[src/rtl/dial_lock_pkg.sv]
package dial_lock_pkg;
  typedef enum logic [1:0] {
    ST_IDLE = 2'b00,
    ST_ONE  = 2'b01,
    ST_TWO  = 2'b10,
    ST_OPEN = 2'b11
  } lock_state_e;

  localparam int unsigned N_STEPS = 3;
  localparam int unsigned NUM_W   = 6;
  localparam int unsigned ST_W    = 2;
endpackage

[src/rtl/dial_step_cmp.sv]
module dial_step_cmp #(
  parameter int unsigned NUM_W    = 6,
  parameter int unsigned N_STEPS  = 3,
  parameter int unsigned DIAL_MAX = 39,
  parameter logic [N_STEPS-1:0]       STEP_DIRS = 3'b101,
  parameter logic [N_STEPS*NUM_W-1:0] STEP_NUMS = {6'd3, 6'd22, 6'd13}
) (
  input  logic             dir_i,
  input  logic [NUM_W-1:0] num_i,
  output logic [N_STEPS-1:0] hit_o
);
  localparam logic [NUM_W-1:0] MAX_V = NUM_W'(DIAL_MAX);

  logic in_range;
  assign in_range = (num_i <= MAX_V);

  for (genvar k = 0; k < N_STEPS; k++) begin : g_step
    logic [NUM_W-1:0] want_num;
    assign want_num = STEP_NUMS[k*NUM_W +: NUM_W];
    assign hit_o[k] = in_range && (dir_i == STEP_DIRS[k]) && (num_i == want_num);
  end
endmodule

[src/rtl/lock_next_logic.sv]
module lock_next_logic
  import dial_lock_pkg::*;
(
  input  lock_state_e        cur_i,
  input  logic               accept_i,
  input  logic               relock_i,
  input  logic [N_STEPS-1:0] hit_i,
  output lock_state_e        nxt_o
);
  lock_state_e restart;
  assign restart = hit_i[0] ? ST_ONE : ST_IDLE;

  always_comb begin
    nxt_o = cur_i;
    if (relock_i) begin
      nxt_o = ST_IDLE;
    end else if (accept_i) begin
      unique case (cur_i)
        ST_IDLE: nxt_o = restart;
        ST_ONE:  nxt_o = hit_i[1] ? ST_TWO  : restart;
        ST_TWO:  nxt_o = hit_i[2] ? ST_OPEN : restart;
        ST_OPEN: nxt_o = ST_OPEN;
        default: nxt_o = ST_IDLE;
      endcase
    end
  end
endmodule

[src/rtl/lock_state_reg.sv]
module lock_state_reg
  import dial_lock_pkg::*;
(
  input  logic        clk,
  input  logic        rst,
  input  lock_state_e nxt_i,
  output lock_state_e cur_o,
  output logic        open_o
);
  always_ff @(posedge clk) begin
    if (rst) begin
      cur_o  <= ST_IDLE;
      open_o <= 1'b0;
    end else begin
      cur_o  <= nxt_i;
      open_o <= (nxt_i == ST_OPEN);
    end
  end


  reset_idle_chk: assert property (@(posedge clk) rst |=> (cur_o == ST_IDLE && !open_o))
    else $error("reset did not force idle");
endmodule

[src/rtl/seq_dial_lock.sv]
module seq_dial_lock
  import dial_lock_pkg::*;
#(
  parameter int unsigned DIAL_MAX = 39,
  parameter logic [N_STEPS-1:0]       STEP_DIRS = 3'b101,
  parameter logic [N_STEPS*NUM_W-1:0] STEP_NUMS = {6'd3, 6'd22, 6'd13}
) (
  input  logic             clk,
  input  logic             rst,
  input  logic             op_valid,
  output logic             op_ready,
  input  logic             op_dir,
  input  logic [NUM_W-1:0] op_num,
  input  logic             relock,
  output logic [ST_W-1:0]  lock_state,
  output logic             unlocked
);
  lock_state_e        cur, nxt;
  logic [N_STEPS-1:0] hit;
  logic               accept;

  assign op_ready   = (cur != ST_OPEN);
  assign accept     = op_valid && op_ready;
  assign lock_state = cur;

  dial_step_cmp #(
    .NUM_W(NUM_W), .N_STEPS(N_STEPS), .DIAL_MAX(DIAL_MAX),
    .STEP_DIRS(STEP_DIRS), .STEP_NUMS(STEP_NUMS)
  ) cmp_i (
    .dir_i(op_dir), .num_i(op_num), .hit_o(hit)
  );

  lock_next_logic nxt_i (
    .cur_i(cur), .accept_i(accept), .relock_i(relock), .hit_i(hit), .nxt_o(nxt)
  );

  lock_state_reg reg_i (
    .clk(clk), .rst(rst), .nxt_i(nxt), .cur_o(cur), .open_o(unlocked)
  );


  open_matches_state_chk: assert property (@(posedge clk) disable iff (rst)
    unlocked == (lock_state == 2'b11)) else $error("unlocked disagrees with state");


  relock_idle_chk: assert property (@(posedge clk) disable iff (rst)
    relock |=> (lock_state == 2'b00)) else $error("relock did not return to idle");


  open_holds_chk: assert property (@(posedge clk) disable iff (rst)
    (unlocked && !relock) |=> unlocked) else $error("open state left without relock");


  idle_stable_chk: assert property (@(posedge clk) disable iff (rst)
    (!accept && !relock) |=> $stable(lock_state)) else $error("state moved with no event");


  final_step_chk: assert property (@(posedge clk) disable iff (rst)
    (cur == ST_TWO && accept && hit[2] && !relock) |=> unlocked)
    else $error("final step did not open");


  mismatch_chk: assert property (@(posedge clk) disable iff (rst)
    (cur == ST_ONE && accept && !hit[1] && !hit[0] && !relock) |=> (lock_state == 2'b00))
    else $error("mismatch did not restart");
endmodule

[config.mk]
export PLATFORM = sky130hd
export DESIGN_NAME = seq_dial_lock
export DESIGN_NICKNAME = d
export VERILOG_FILES = /design/src/rtl/dial_lock_pkg.sv /design/src/rtl/dial_step_cmp.sv /design/src/rtl/lock_next_logic.sv /design/src/rtl/lock_state_reg.sv /design/src/rtl/seq_dial_lock.sv
export SDC_FILE = /design/constraint.sdc
export NUM_CORES = 1
export LEC_CHECK = 0
export BUFFER_PORTS_ARGS = -buffer_cell sky130_fd_sc_hd__buf_2
export CAP_MARGIN = 20
export CORE_AREA = 2 2 39 41
export DETAILED_ROUTE_END_ITERATION = 8
export DIE_AREA = 0 0 41 43
export REMOVE_ABC_BUFFERS = 1
export SYNTH_ARGS = -nofsm -noshare
export SYNTH_HDL_FRONTEND = slang
export SYNTH_SLANG_ARGS = --single-unit
[constraint.sdc]
create_clock -name clk -period 1.15 [get_ports clk]
set_clock_uncertainty 0.15 [all_clocks]
set_input_delay 0.0575 -clock clk [delete_from_list [all_inputs] [get_ports clk]]
set_output_delay 0.0575 -clock clk [all_outputs]
set_load 0.05 [all_outputs]
Yosys cells after proc, flatten, opt, wreduce, memory -nomap -nowiden --
Index checks and enable logic that the tools add are counted.
Operators by class: $lt $le $gt $ge 1, eq/ne operators 8, multiplexer cells 6, bitwise logic cells 1, reductions and logical operators 7
Operators by type and width (number):
- 2-bit two-way mux | 4
- 2-bit case mux with 4 select lines | 1
- 2-bit equality test, second input constant | 3
- 6-bit by 2-bit equality test with 1-bit output, second input constant | 1
- 6-bit by 4-bit equality test with 1-bit output, second input constant | 1
- 6-bit by 5-bit equality test with 1-bit output, second input constant | 1
- 6-bit less-or-equal comparator, second input constant | 1
- 1-bit logical AND | 6
- 2-bit by 1-bit equality test with 1-bit output, second input constant | 1
- 2-bit zero test | 1
- 2-bit != test, second input constant | 1
- 1-bit two-way mux | 1
- 1-bit inverter | 1
Storage, ports and cells: bits in registers 3, bits of input ports 11, word-level logic and storage cells 25

Depth between registers and ports, before layout --
Gate-level depths: netlist (run 1).
depth in word-level cells 9, mapped depth 4

Modules after synthesis --
From an unflattened synthesis (run 1), not the netlist that was laid out.
Second synthesis, totals: cell total of the unflattened synthesis 24, area total of the unflattened synthesis 205.2 µm²
Modules (own cells, without submodules):
- lock_state_reg | instances 1, cells an instance 6, area each 81.3 µm²
- lock_next_logic | instances 1, cells an instance 9, area each 67.6 µm²
- dial_step_cmp | instances 1, cells an instance 7, area each 45.0 µm²
- seq_dial_lock | instances 1, cells an instance 2, area each 11.3 µm²

Least setup slack after synthesis (run 1) --
Ideal clock, no wire load.
path type reg-to-reg, start point register reg_i.cur_o[1], end point register reg_i.open_o, library setup time 59 ps, arrival time 1379 ps, data required time 941 ps, setup slack -438 ps, cell stages (with the launch flop) 5, cells stage by stage dfxtp_1 -> and4bb_1 -> a211oi_1 -> nor4_2 -> and2_1
On the way: longest elaborated chain between the ends 5, elaborated cells on any way between the ends 10, those cells by class eq/ne: 5; mux: 3; reduce/logical: 2
Ends and longest elaborated chain:
- from (decl) | line lock_state_reg.sv:7 | output lock_state_e cur_o,
- from (signal assigned) | line lock_state_reg.sv:15 | cur_o <= nxt_i;
- 2-bit equality test, or another cell as far along | line lock_next_logic.sv:18 | unique case (cur_i)
- 2-bit case mux with 4 select lines or 1-bit logical AND (tied branches) | line lock_next_logic.sv:18, seq_dial_lock.sv:23
- 2-bit two-way mux (*) | line lock_next_logic.sv:17 | end else if (accept_i) begin
- 2-bit two-way mux (*) | line lock_next_logic.sv:15 | if (relock_i) begin
- 2-bit equality test (*) | line lock_state_reg.sv:16 | open_o <= (nxt_i == ST_OPEN);
- to (signal assigned) | line lock_state_reg.sv:16
- to (decl) | line lock_state_reg.sv:8 | output logic open_o
Mark *: on every way between the ends. The rest lies on a longest branch, timed or not. A chain may end at the register's enable or synchronous reset.

Worst setup path after layout (run 1) --
Ends and elaborated chain as after synthesis.

==> summary.txt, run 1 <==
Worst hold path
  • Tightest Hold Check Type: in2reg

Logic synthesis
  • Synth cell count leaders: 3 x dfxtp_1, 2 x a21oi_1, 2 x and4bb_2
  • Adder-Cell Fraction of Synth Area: 0
  • Yosys top cell area share: 0.333
  • Avg Synthesized Cell Area: 10.0 µm²
  • Area contributors post-synth: dfxtp_1 33%, and4bb_2 14%, and4bb_1 6.9%, nor4_2 6.9%, a21oi_1 5.6%
  • Biggest area consumer among synthesized cells: dfxtp_1
  • Main synth FF type: dfxtp_1
  • EDFF count, synth: 0
  • Fraction of registers with async set or reset after synthesis: 0
  • Compound-cell area share of the yosys netlist: 0.167
  • Yosys cell types: 14
  • Sequential area share after synthesis: 0.333
  • Ys Warns: 0
  • Count leader, synth: dfxtp_1
  • Multiplexer share of the synthesized area: 0
  • Synthesized area: 180 µm²
  • XOR/XNOR Fraction of Synth Area: 0
  • Yosys reg bits: 3
  • Largest family of logic cells by synthesized area: simple AND/OR/NAND/NOR gates
  • Simple-gate share of the synthesized area: 0.479
  • Synth Instances: 18

Finish
  • Share of layout cells above drive strength 1: 0.632
  • P&R area growth vs syn: 82.6%
  • Non-Filler Instances: 54
  • Finished Core Util: 0.238
  • Antenna Cells: 0
  • Fill cell count: 153
  • Final #Nets: 50

Drt
  • Vias: 224
  • Routed len/inst: slightly below 9 µm
  • Antenna viol nets, final: 0
  • Drt total wl: 476 µm
  • Vias/cell: 4.15
  • # DRC: 0
  • DRT iter0 DRCs: 1
  • Detailed Routing Iterations Pass 1: 2

Floorplanning
  • Cell Rows: 14
  • Die area: 0.00176 mm²
  • Core area: 0.00138 mm²
  • Initial Util: 0.130
  • Die W: around 40 µm
  • Die extent in y: 43 µm
  • I/O pin count: 15

STA
  • Least-Margin Pin Slew: ~0.22 ns
  • Period utilisation layout: 1.05
  • RSZ-0062 raised after global routing: true
  • Final Hold Fails: 2
  • Max-slew violation count: 0
  • Endpoints failing setup: 2
  • Rel. slew slack: 0.849
  • Final worst slack: -0.0617 ns
  • Final hold slack: -0.135 ns
  • Fin crit period: 1.21 ns
  • FMAX: 825 MHz

Critical path
  • Worst path top cell family by delay: simple AND/OR/NAND/NOR gates
  • Critical Path Sink Type: register
  • CP arrival: 1.18 ns
  • Worst setup SP type: register
  • Peak fanout along the critical path: 2
  • Highest-delay cell along the critical path: dfxtp_2
  • Buf+Inv Stages, Crit Path: 0
  • Required @ worst endpoint: 1.12 ns
  • Largest stage delay, worst path: 0.31 ns
  • WS Path Type: reg2reg
  • Crit-path cells: and4bb_1, a211oi_2, nor4_2, and2_1

Run status
  • Violated checks: negative hold slack, negative setup slack
  • Status: finished, violations left

Power
  • Static Leak: ~0.15 nW
  • Combinational Power Share: 0.112
  • Peak supply drop: about 0.00035 V
  • Psw: between 0.06 and 0.07 mW
  • Net Sw Frac: 0.209
  • Reg power frac: 0.322
  • Pwr dens: 987 mW/mm²
  • Clock share of power: 0.566
  • Internal power: approximately 0.26 mW

Global route
  • Vias in the first global route: 214
  • Largest net degree at the start of global routing: 5
  • GRT overflow: 0
  • Global-route wire length before repair: 717 µm
  • Antenna violations before repair: 0
  • Total GRT Usage: 0.0612

Placement
  • # placed instances: 49
  • RePlAce Congestion: 0.546
  • PortBufs: 14

Clocking
  • Num Clock Sinks: 3
  • Num CTS Buffers: 3
  • Clk root buf: clkbuf_4
  • Worst skew pair latency: between 0.2 and 0.25 ns
  • Clock-pin slew on the worst setup and hold paths: 0.04 ns
  • CTS Hold Bufs: 1
  • # H-tree levels: 1
  • CTS tree: done
  • Clk buf depth: 2

Job
  • Max Cap Viol: 0
per-stage QoR:
stage	setup TNS [ns]	power [mW]	hold slack [ns]	setup WS [ns]	instance area (µm²)
after floorplan	-1.26	0.117	-0.0209	-0.438	180
after global placement	-0.0941	0.139	0.0984	-0.0941	278
after CTS	-0.105	0.331	-0.138	-0.0839	323
after global routing	-0.277	0.342	-0.135	-0.165	329
final	-0.0903	0.325	-0.135	-0.0617	329
after detailed placement	-0.127	0.139	0.107	-0.119	278
cells by family (layout without fill, tap and decap cells):
kind of cell | count (synthesis) | in the layout
AOI/OAI and AO/OA | 5 | 5
buffers and inverters | 1 | 21
DFF | 3 | 3
and+or+nand+nor | 9 | 9
metal layers:
layer / GRT usage / part of all wire / routed length [µm]
met1: 0.0545 / 0.41 / 195
met2: 0.100 / 0.48 / 229
met3: 0.0628 / 0.11 / 51
met4: 0 / 0 / 0
met5: 0 / 0 / 0
worst paths after layout:
kind	from	to	cells after the start	slack [ns]
worst min register to register	reg_i.cur_o[0]$_SDFF_PP0_	reg_i.cur_o[0]$_SDFF_PP0_	3	0.49
worst max register to register	reg_i.cur_o[1]$_SDFF_PP0_	reg_i.open_o$_SDFF_PP0_	4	-0.06
worst min-delay path	relock	reg_i.cur_o[1]$_SDFF_PP0_	2	-0.14
worst max-delay path	reg_i.cur_o[1]$_SDFF_PP0_	reg_i.open_o$_SDFF_PP0_	4	-0.06
state kept, by name (all words and copies together) (netlist names):
name and count:
reg_i.cur_o 2, reg_i.open_o 1
cell usage in the layout, fill, tap and decap left out, drive strengths merged:
cell type / instances
and4bb: 3
dfxtp: 3
and2: 1
a21oi: 2
o21ai: 1
o211ai: 1
a211oi: 1
and3b: 1
nor4: 1
buf: 14
inv: 1
nor2b: 1
nor4bb: 1
clkbuf: 5
nand2: 1
dlygate4sd3: 1
worst reg2reg max path: cells and delay by family, from the launching register on:
family	cells	cell delay [ns]
AO/OA/AOI/OAI	1	0.24
flip-flops	1	0.31
AND/OR/NAND/NOR	3	0.41
cell type report:
class,instances,area (µm²),share of cell area
multi-input cells,14,121,0.369
clock buffers,4,26.3,0.0798
well taps,16,20.0,0.0608
inverters,1,3.75,0.0114
flip-flops and latches,3,61.3,0.186
repair buffers,16,96.3,0.293
power groups by stage:
| stage | clock (mW) | combinational (mW) | sequential [mW] |
|---|---|---|---|
| floorplan | 0 | 0.0102 | 0.107 |
| global placement | 0 | 0.0327 | 0.106 |
| detailed placement | 0 | 0.0331 | 0.106 |
| CTS | 0.190 | 0.0368 | 0.105 |
| global route | 0.199 | 0.0393 | 0.105 |
| finish | 0.184 | 0.0362 | 0.105 |
what timing repair did:
action                                  in CTS  in global routing
buffers inserted                             0                  0
hold endpoints to repair                     2                  2
endpoints found under the setup margin       3                  5
pin swaps                                    2                  2
gates resized for setup                      3                  2
cloned                                       0                  0
Note: power is estimated with default switching activity, not from simulation.
==> run 2, diff against run 1 <==
- CORE_AREA: 2 2 39 41 -> 3 3 40 42
- DIE_AREA: 0 0 41 43 -> 0 0 43 45
- SYNTH_HIERARCHICAL: default -> 1
==> run 2 against run 1 <==
Net effect: the flow finishes with violations (negative setup slack); die area increased by 9.8%; combinational power increased by 57%; clock power about the same; synthesized cell count increased by 33%; critical endpoint is now reg_i/open_o$_SDFF_PP0_; highest routed layer unchanged.
==> summary.txt, run 2 <==
Finish
  • Reg with most FFs: reg_i/cur_o
  • Design area: 435 µm²
  • Share of layout cells above drive strength 1: 0.617
  • Max reg flops: 2
  • Area of the multi-input gates: 190 µm²
  • Commonest non-fill, non-tap cell in the layout: buf_2
  • Non-Filler Instances: 62
  • Register area: ~63 µm²
  • Final #Nets: 59
  • P&R area growth vs syn: 112%
  • Fill cell count: between 100 and 150
  • Most frequent cells in the layout: 10 x buf_2, 4 x clkbuf_4
  • Antenna Cells: 0
  • Biggest regs: reg_i/cur_o: 2 flops, reg_i/open_o: 1 flops
  • Finished Core Util: 0.339

Logic synthesis
  • Main synth FF type: dfxtp_1
  • Sequential area share after synthesis: 0.293
  • Yosys top cell area share: 0.293
  • Yosys reg bits: 3
  • Biggest area consumer among synthesized cells: dfxtp_1
  • Yosys cell types: 16
  • Ys Warns: 6
  • Synth cell count leaders: 3 x dfxtp_1, 3 x nand2_1, 3 x nor2b_1, 2 x nor2_1, 2 x nor4_1
  • EDFF count, synth: 0
  • Avg Synthesized Cell Area: 8.55 µm²
  • Area contributors post-synth: dfxtp_1 29%, nor2b_1 9.1%, a2111oi_2 7.3%, a221oi_2 7.3%, nor4_1 6.1%
  • Fraction of registers with async set or reset after synthesis: 0
  • Synth Instances: 24
  • Synthesized area: 205 µm²

Critical path
  • R2r setup slk: -0.12 ns
  • Peak fanout along the critical path: 2
  • CP arrival: around 1.3 ns
  • Largest stage delay, worst path: 0.42 ns
  • Critical Path Sink Type: register
  • WS Path Type: in2reg
  • Crit-path cells: buf_6, or3b_4, nor4_4, nor2_1, a2111oi_4, and3b_1
  • Critical path origin: op_num[3]
  • Highest-delay cell along the critical path: or3b_4
  • FF-to-FF Start: reg_i/cur_o[0]$_SDFF_PP0_
  • Worst setup SP type: input pin
  • Required @ worst endpoint: 1.18 ns

Placement
  • DP Area: a little over 300 µm²
  • # placed instances: 55
  • RePlAce Congestion: 0.612
  • Post-DP HPWL: 461 µm
  • PortBufs: 14

Floorplanning
  • Die area: 0.00194 mm²
  • Die extent in y: between 40 and 50 µm
  • Core area: 0.00128 mm²
  • Cell Rows: 13
  • Die W: 43 µm
  • Initial Util: 0.160
  • I/O pin count: 15

STA
  • Least-Margin Pin Slew: between 0.2 and 0.3 ns
  • Final Hold Fails: 0
  • FMAX: 774 MHz
  • Endpoints failing setup: 3
  • Max-slew violation count: 0
  • Final worst slack: -0.142 ns
  • Rel. slew slack: 0.832
  • Final hold slack: 0.244 ns
  • Period utilisation layout: 1.12
  • RSZ-0062 raised after global routing: true
  • Fin crit period: 1.29 ns

Global route
  • Antenna violations before repair: 0
  • GRT overflow: 0
  • Vias in the first global route: 281
  • Total GRT Usage: 0.0732
  • Largest net degree at the start of global routing: 7
  • Global-route wire length before repair: around 1100 µm

Drt
  • DRT iter0 DRCs: 0
  • Antenna viol nets, final: 0
  • Vias: 268
  • Detailed Routing Iterations Pass 1: 1
  • Vias/cell: 4.32
  • Routed len/inst: 10.2 µm
  • # DRC: 0
  • Drt total wl: between 600 and 700 µm

Clocking
  • Clk buf depth: 2
  • Clock-pin slew on the worst setup and hold paths: 0.04 ns
  • Worst skew pair latency: ~0.23 ns
  • Num CTS Buffers: 3
  • Clk root buf: clkbuf_4
  • # H-tree levels: 1
  • Num Clock Sinks: 3
  • CTS tree: done

Worst hold path
  • Hold Crit Start: op_num[4]
  • Tightest Hold Check Type: in2reg

Run status
  • Status: finished, violations left
  • Violated checks: negative setup slack

Power
  • Static Leak: 0.170 nW
  • Pwr dens: 790 mW/mm²
  • Peak supply drop: 0.000445 V

Job
  • Max Cap Viol: 0
run 2: final timing paths:
| check | end | depth (start not counted) |
|---|---|---|
| worst max register to register | reg_i/open_o$_SDFF_PP0_ | 4 |
| worst max-delay path | reg_i/open_o$_SDFF_PP0_ | 6 |
| worst min register to register | reg_i/cur_o[0]$_SDFF_PP0_ | 4 |
| worst min-delay path | reg_i/cur_o[0]$_SDFF_PP0_ | 5 |
run 2: layout make-up:
type	instances	share of cell area
Tap cell	15	0.0431
Sequential cell	3	0.144
Timing Repair Buffer	19	0.307
Multi-Input combinational cell	20	0.437
Inverter	1	0.00862
Clock buffer	4	0.0603
run 2: report_power, final:
group | switching [mW] | internal [mW] | total, mW
Combinational | 0.0264 | 0.0304 | 0.0568
Clock | 0.0528 | 0.130 | 0.183
Sequential | 0.0000408 | 0.105 | 0.105
Total | 0.0792 | 0.265 | 0.344
run 2: routing by layer:
layer	GRT usage	up-vias	part of all wire
met5	0	-	0
met4	0.0361	0	0
met3	0.0239	0	0.076
met2	0.120	11	0.52
met1	0.0865	121	0.41
li1	-	136	-
run 2: cell families after synthesis:
logic type | after synthesis | synth area share
simple gates | 14 | 0.409
flops | 3 | 0.293
buf+inv | 1 | 0.0183
compound gates | 6 | 0.280
run 2: critical path, delay by kind of cell:
family	cells	cell delay, ns
AOI/OAI and AO/OA	1	0.29
and+or+nand+nor	4	0.87
buffers and inverters	1	0.09
run 2: repair_timing:
item | 4_1_cts | 5_1_grt
pin swaps | 4 | 2
resized for setup | 13 | 3
hold endpoints to repair | 3 | 0
setup buffers | 1 | 0
hold buffers | 2 | 0
setup endpoints to repair | 6 | 5
run 2: stage by stage:
step                      power, mW  setup WS [ns]  TNS [ns]
after floorplan               0.118         -0.538     -1.69
after global placement        0.140         -0.608     -1.80
after detailed placement      0.141         -0.603     -1.73
after CTS                     0.351         -0.199    -0.492
after global routing          0.366         -0.259    -0.699
final                         0.344         -0.142    -0.381
==> run 3, diff against run 2 <==
- SETUP_SLACK_MARGIN: default -> 0.05
==> run 3 against run 2 <==
Net effect: the run ends with negative hold slack, negative setup slack left; sequential power about the same; utilization unchanged; largest cell class unchanged; first-iteration DRC count unchanged; power decreased by 1.1%; maximum frequency about the same; largest power group unchanged; register-to-register slack got worse by 0.02 ns; non-clock buffer count decreased by 1; sequential share of layout area unchanged; via count decreased by 2.6%; global-route usage decreased by 0.083 points; critical path depth decreased by 2; worst setup slack got worse by 0.0011 ns.
==> summary.txt, run 3 (same netlist as run 2, synthesis figures left out) <==
STA
  • Max-slew violation count: 0
  • RSZ-0062 raised after global routing: true
  • FMAX: 773 MHz
  • Period utilisation layout: 1.12
  • Rel. slew slack: 0.814
  • Final hold slack: -0.0107 ns
  • Final worst slack: -0.143 ns
  • Final Hold Fails: 2
  • Setup TNS: -0.385 ns
  • Endpoints failing setup: 3
  • Least-Margin Pin Slew: 0.278 ns
  • Fin crit period: ~1.3 ns

Finish
  • Max reg flops: 2
  • Commonest non-fill, non-tap cell in the layout: buf_2
  • Design area: 435 µm²
  • Antenna Cells: 0
  • Biggest regs: reg_i/cur_o: 2 flops, reg_i/open_o: 1 flops
  • Final #Nets: 58
  • Reg with most FFs: reg_i/cur_o
  • Most frequent cells in the layout: 10 x buf_2, 5 x buf_6, 3 x clkbuf_4, 3 x nor2b_1
  • Share of layout cells above drive strength 1: 0.652
  • P&R area growth vs syn: 112%

Drt
  • Vias: 261
  • Antenna viol nets, final: 0
  • DRT iter0 DRCs: 0
  • Vias/cell: between 4 and 5
  • Detailed Routing Iterations Pass 1: 1
  • Routed len/inst: 10.2 µm
  • # DRC: 0
  • Drt total wl: approximately 620 µm

Clocking
  • CTS tree: done
  • Num CTS Buffers: 3
  • Clock-pin slew on the worst setup and hold paths: 0.04 ns
  • Clk root buf: clkbuf_4
  • Clk buf depth: 2
  • Num Clock Sinks: 3
  • Worst skew pair latency: 0.23 ns
  • # H-tree levels: 1

Placement
  • Post-DP HPWL: 461 µm
  • DP Area: 309 µm²
  • PortBufs: 14
  • Dpl ws: -0.603 ns
  • RePlAce Congestion: 0.612

Run status
  • Status: finished, violations left
  • Violated checks: negative hold slack, negative setup slack

Global route
  • Total GRT Usage: 0.0724
  • Largest net degree at the start of global routing: 7
  • Global-route wire length before repair: 1060 µm
  • Antenna violations before repair: 0
  • Vias in the first global route: roughly 280
  • GRT overflow: 0

Worst hold path
  • Hold Crit Start: relock
  • Worst hold path endpoint: reg_i/cur_o[1]$_SDFF_PP0_
  • Cells on Worst Hold Path: 3
  • Tightest Hold Check Type: in2reg

Critical path
  • Worst setup SP type: register
  • Peak fanout along the critical path: 4
  • CP arrival: 1.32 ns
  • FF-to-FF Start: reg_i/cur_o[1]$_SDFF_PP0_
  • WS Path Type: reg2reg
  • Highest-delay cell along the critical path: a2111oi_2
  • Largest stage delay, worst path: 0.35 ns
  • R2r setup slk: -0.14 ns
  • Critical R2R Capture: reg_i/open_o$_SDFF_PP0_
  • Crit-path cells: a21boi_2, buf_4, a2111oi_2, and3b_1
  • Required @ worst endpoint: 1.17 ns
  • Worst reg2reg path depth: 4
  • Critical Path Sink Type: register

Job
  • Max Cap Viol: 0

Power
  • Pwr dens: between 700 and 800 mW/mm²
  • Peak supply drop: 0.000417 V
  • Static Leak: 0.187 nW
  • Total power: 0.340 mW

Floorplanning
  • Die W: between 40 and 50 µm
  • I/O pin count: 15
  • Initial Util: 0.160
  • Die area: 0.00194 mm²
  • Die extent in y: 45 µm
  • Cell Rows: 13
  • Core area: 0.00128 mm²
-- run 3: cell types whose count changed in the layout (fill, tap and decap cells not counted) --
cell,change
buf_4,-2
buf_6,+2
a2111oi_2,+1
a2111oi_4,-1
buf_8,+1
clkbuf_4,-1
dlygate4sd3_1,-1
nand2_1,-1
nand2_4,+1
-- run 3: how the worst max path moves through the flow --
stage | from | end | cells after the start
global placement | op_num[3] | reg_i/open_o$_SDFF_PP0_ | 6
floorplan | reg_i/cur_o[0]$_SDFF_PP0_ | reg_i/open_o$_SDFF_PP0_ | 4
finish | reg_i/cur_o[1]$_SDFF_PP0_ | reg_i/open_o$_SDFF_PP0_ | 4
detailed placement | op_num[3] | reg_i/open_o$_SDFF_PP0_ | 6
global route | op_num[3] | reg_i/open_o$_SDFF_PP0_ | 6
CTS | op_num[3] | reg_i/open_o$_SDFF_PP0_ | 6
-- run 3: power by group --
part	total [mW]	internal, mW	switching (mW)
Combinational	0.0530	0.0281	0.0249
Sequential	0.105	0.105	0.0000403
Clock	0.183	0.130	0.0528
-- run 3: metal layers --
metal	GRT usage	share of wire	vias up
met5	0	0	-
met4	0.0361	0	0
met3	0.0239	0.077	0
met2	0.117	0.49	11
met1	0.0865	0.43	114
li1	-	-	136
-- run 3: worst max-delay path, delay by kind of cell, from the launching register on --
family,cells,cell delay [ns]
flip-flops,1,0.34
AO/OA/AOI/OAI,2,0.42
buffers and inverters,1,0.13
AND/OR/NAND/NOR,1,0.19
-- run 3: metrics by stage --
step,instances,utilization
3_3_place_gp,55,0.241
3_5_place_dp,55,0.241
4_1_cts,61,0.329
5_1_grt,61,0.339
6_report,61,0.339
2_1_floorplan,24,-
-- run 3: area by class of cell --
type	count	area, µm²
Clock buffer	4	26.3
Fill cell	143	850
Inverter	1	3.75
Multi-Input combinational cell	20	185
Sequential cell	3	62.6
Tap cell	15	18.8
Timing Repair Buffer	18	139
-- run 3: repair_timing --
item / CTS / global route
hold endpoints to repair: 3 / 0
setup endpoints to repair: 6 / 6
hold buffers: 1 / 0
buffers inserted: 1 / 0
pin swaps: 4 / 2
resized for setup: 18 / 3
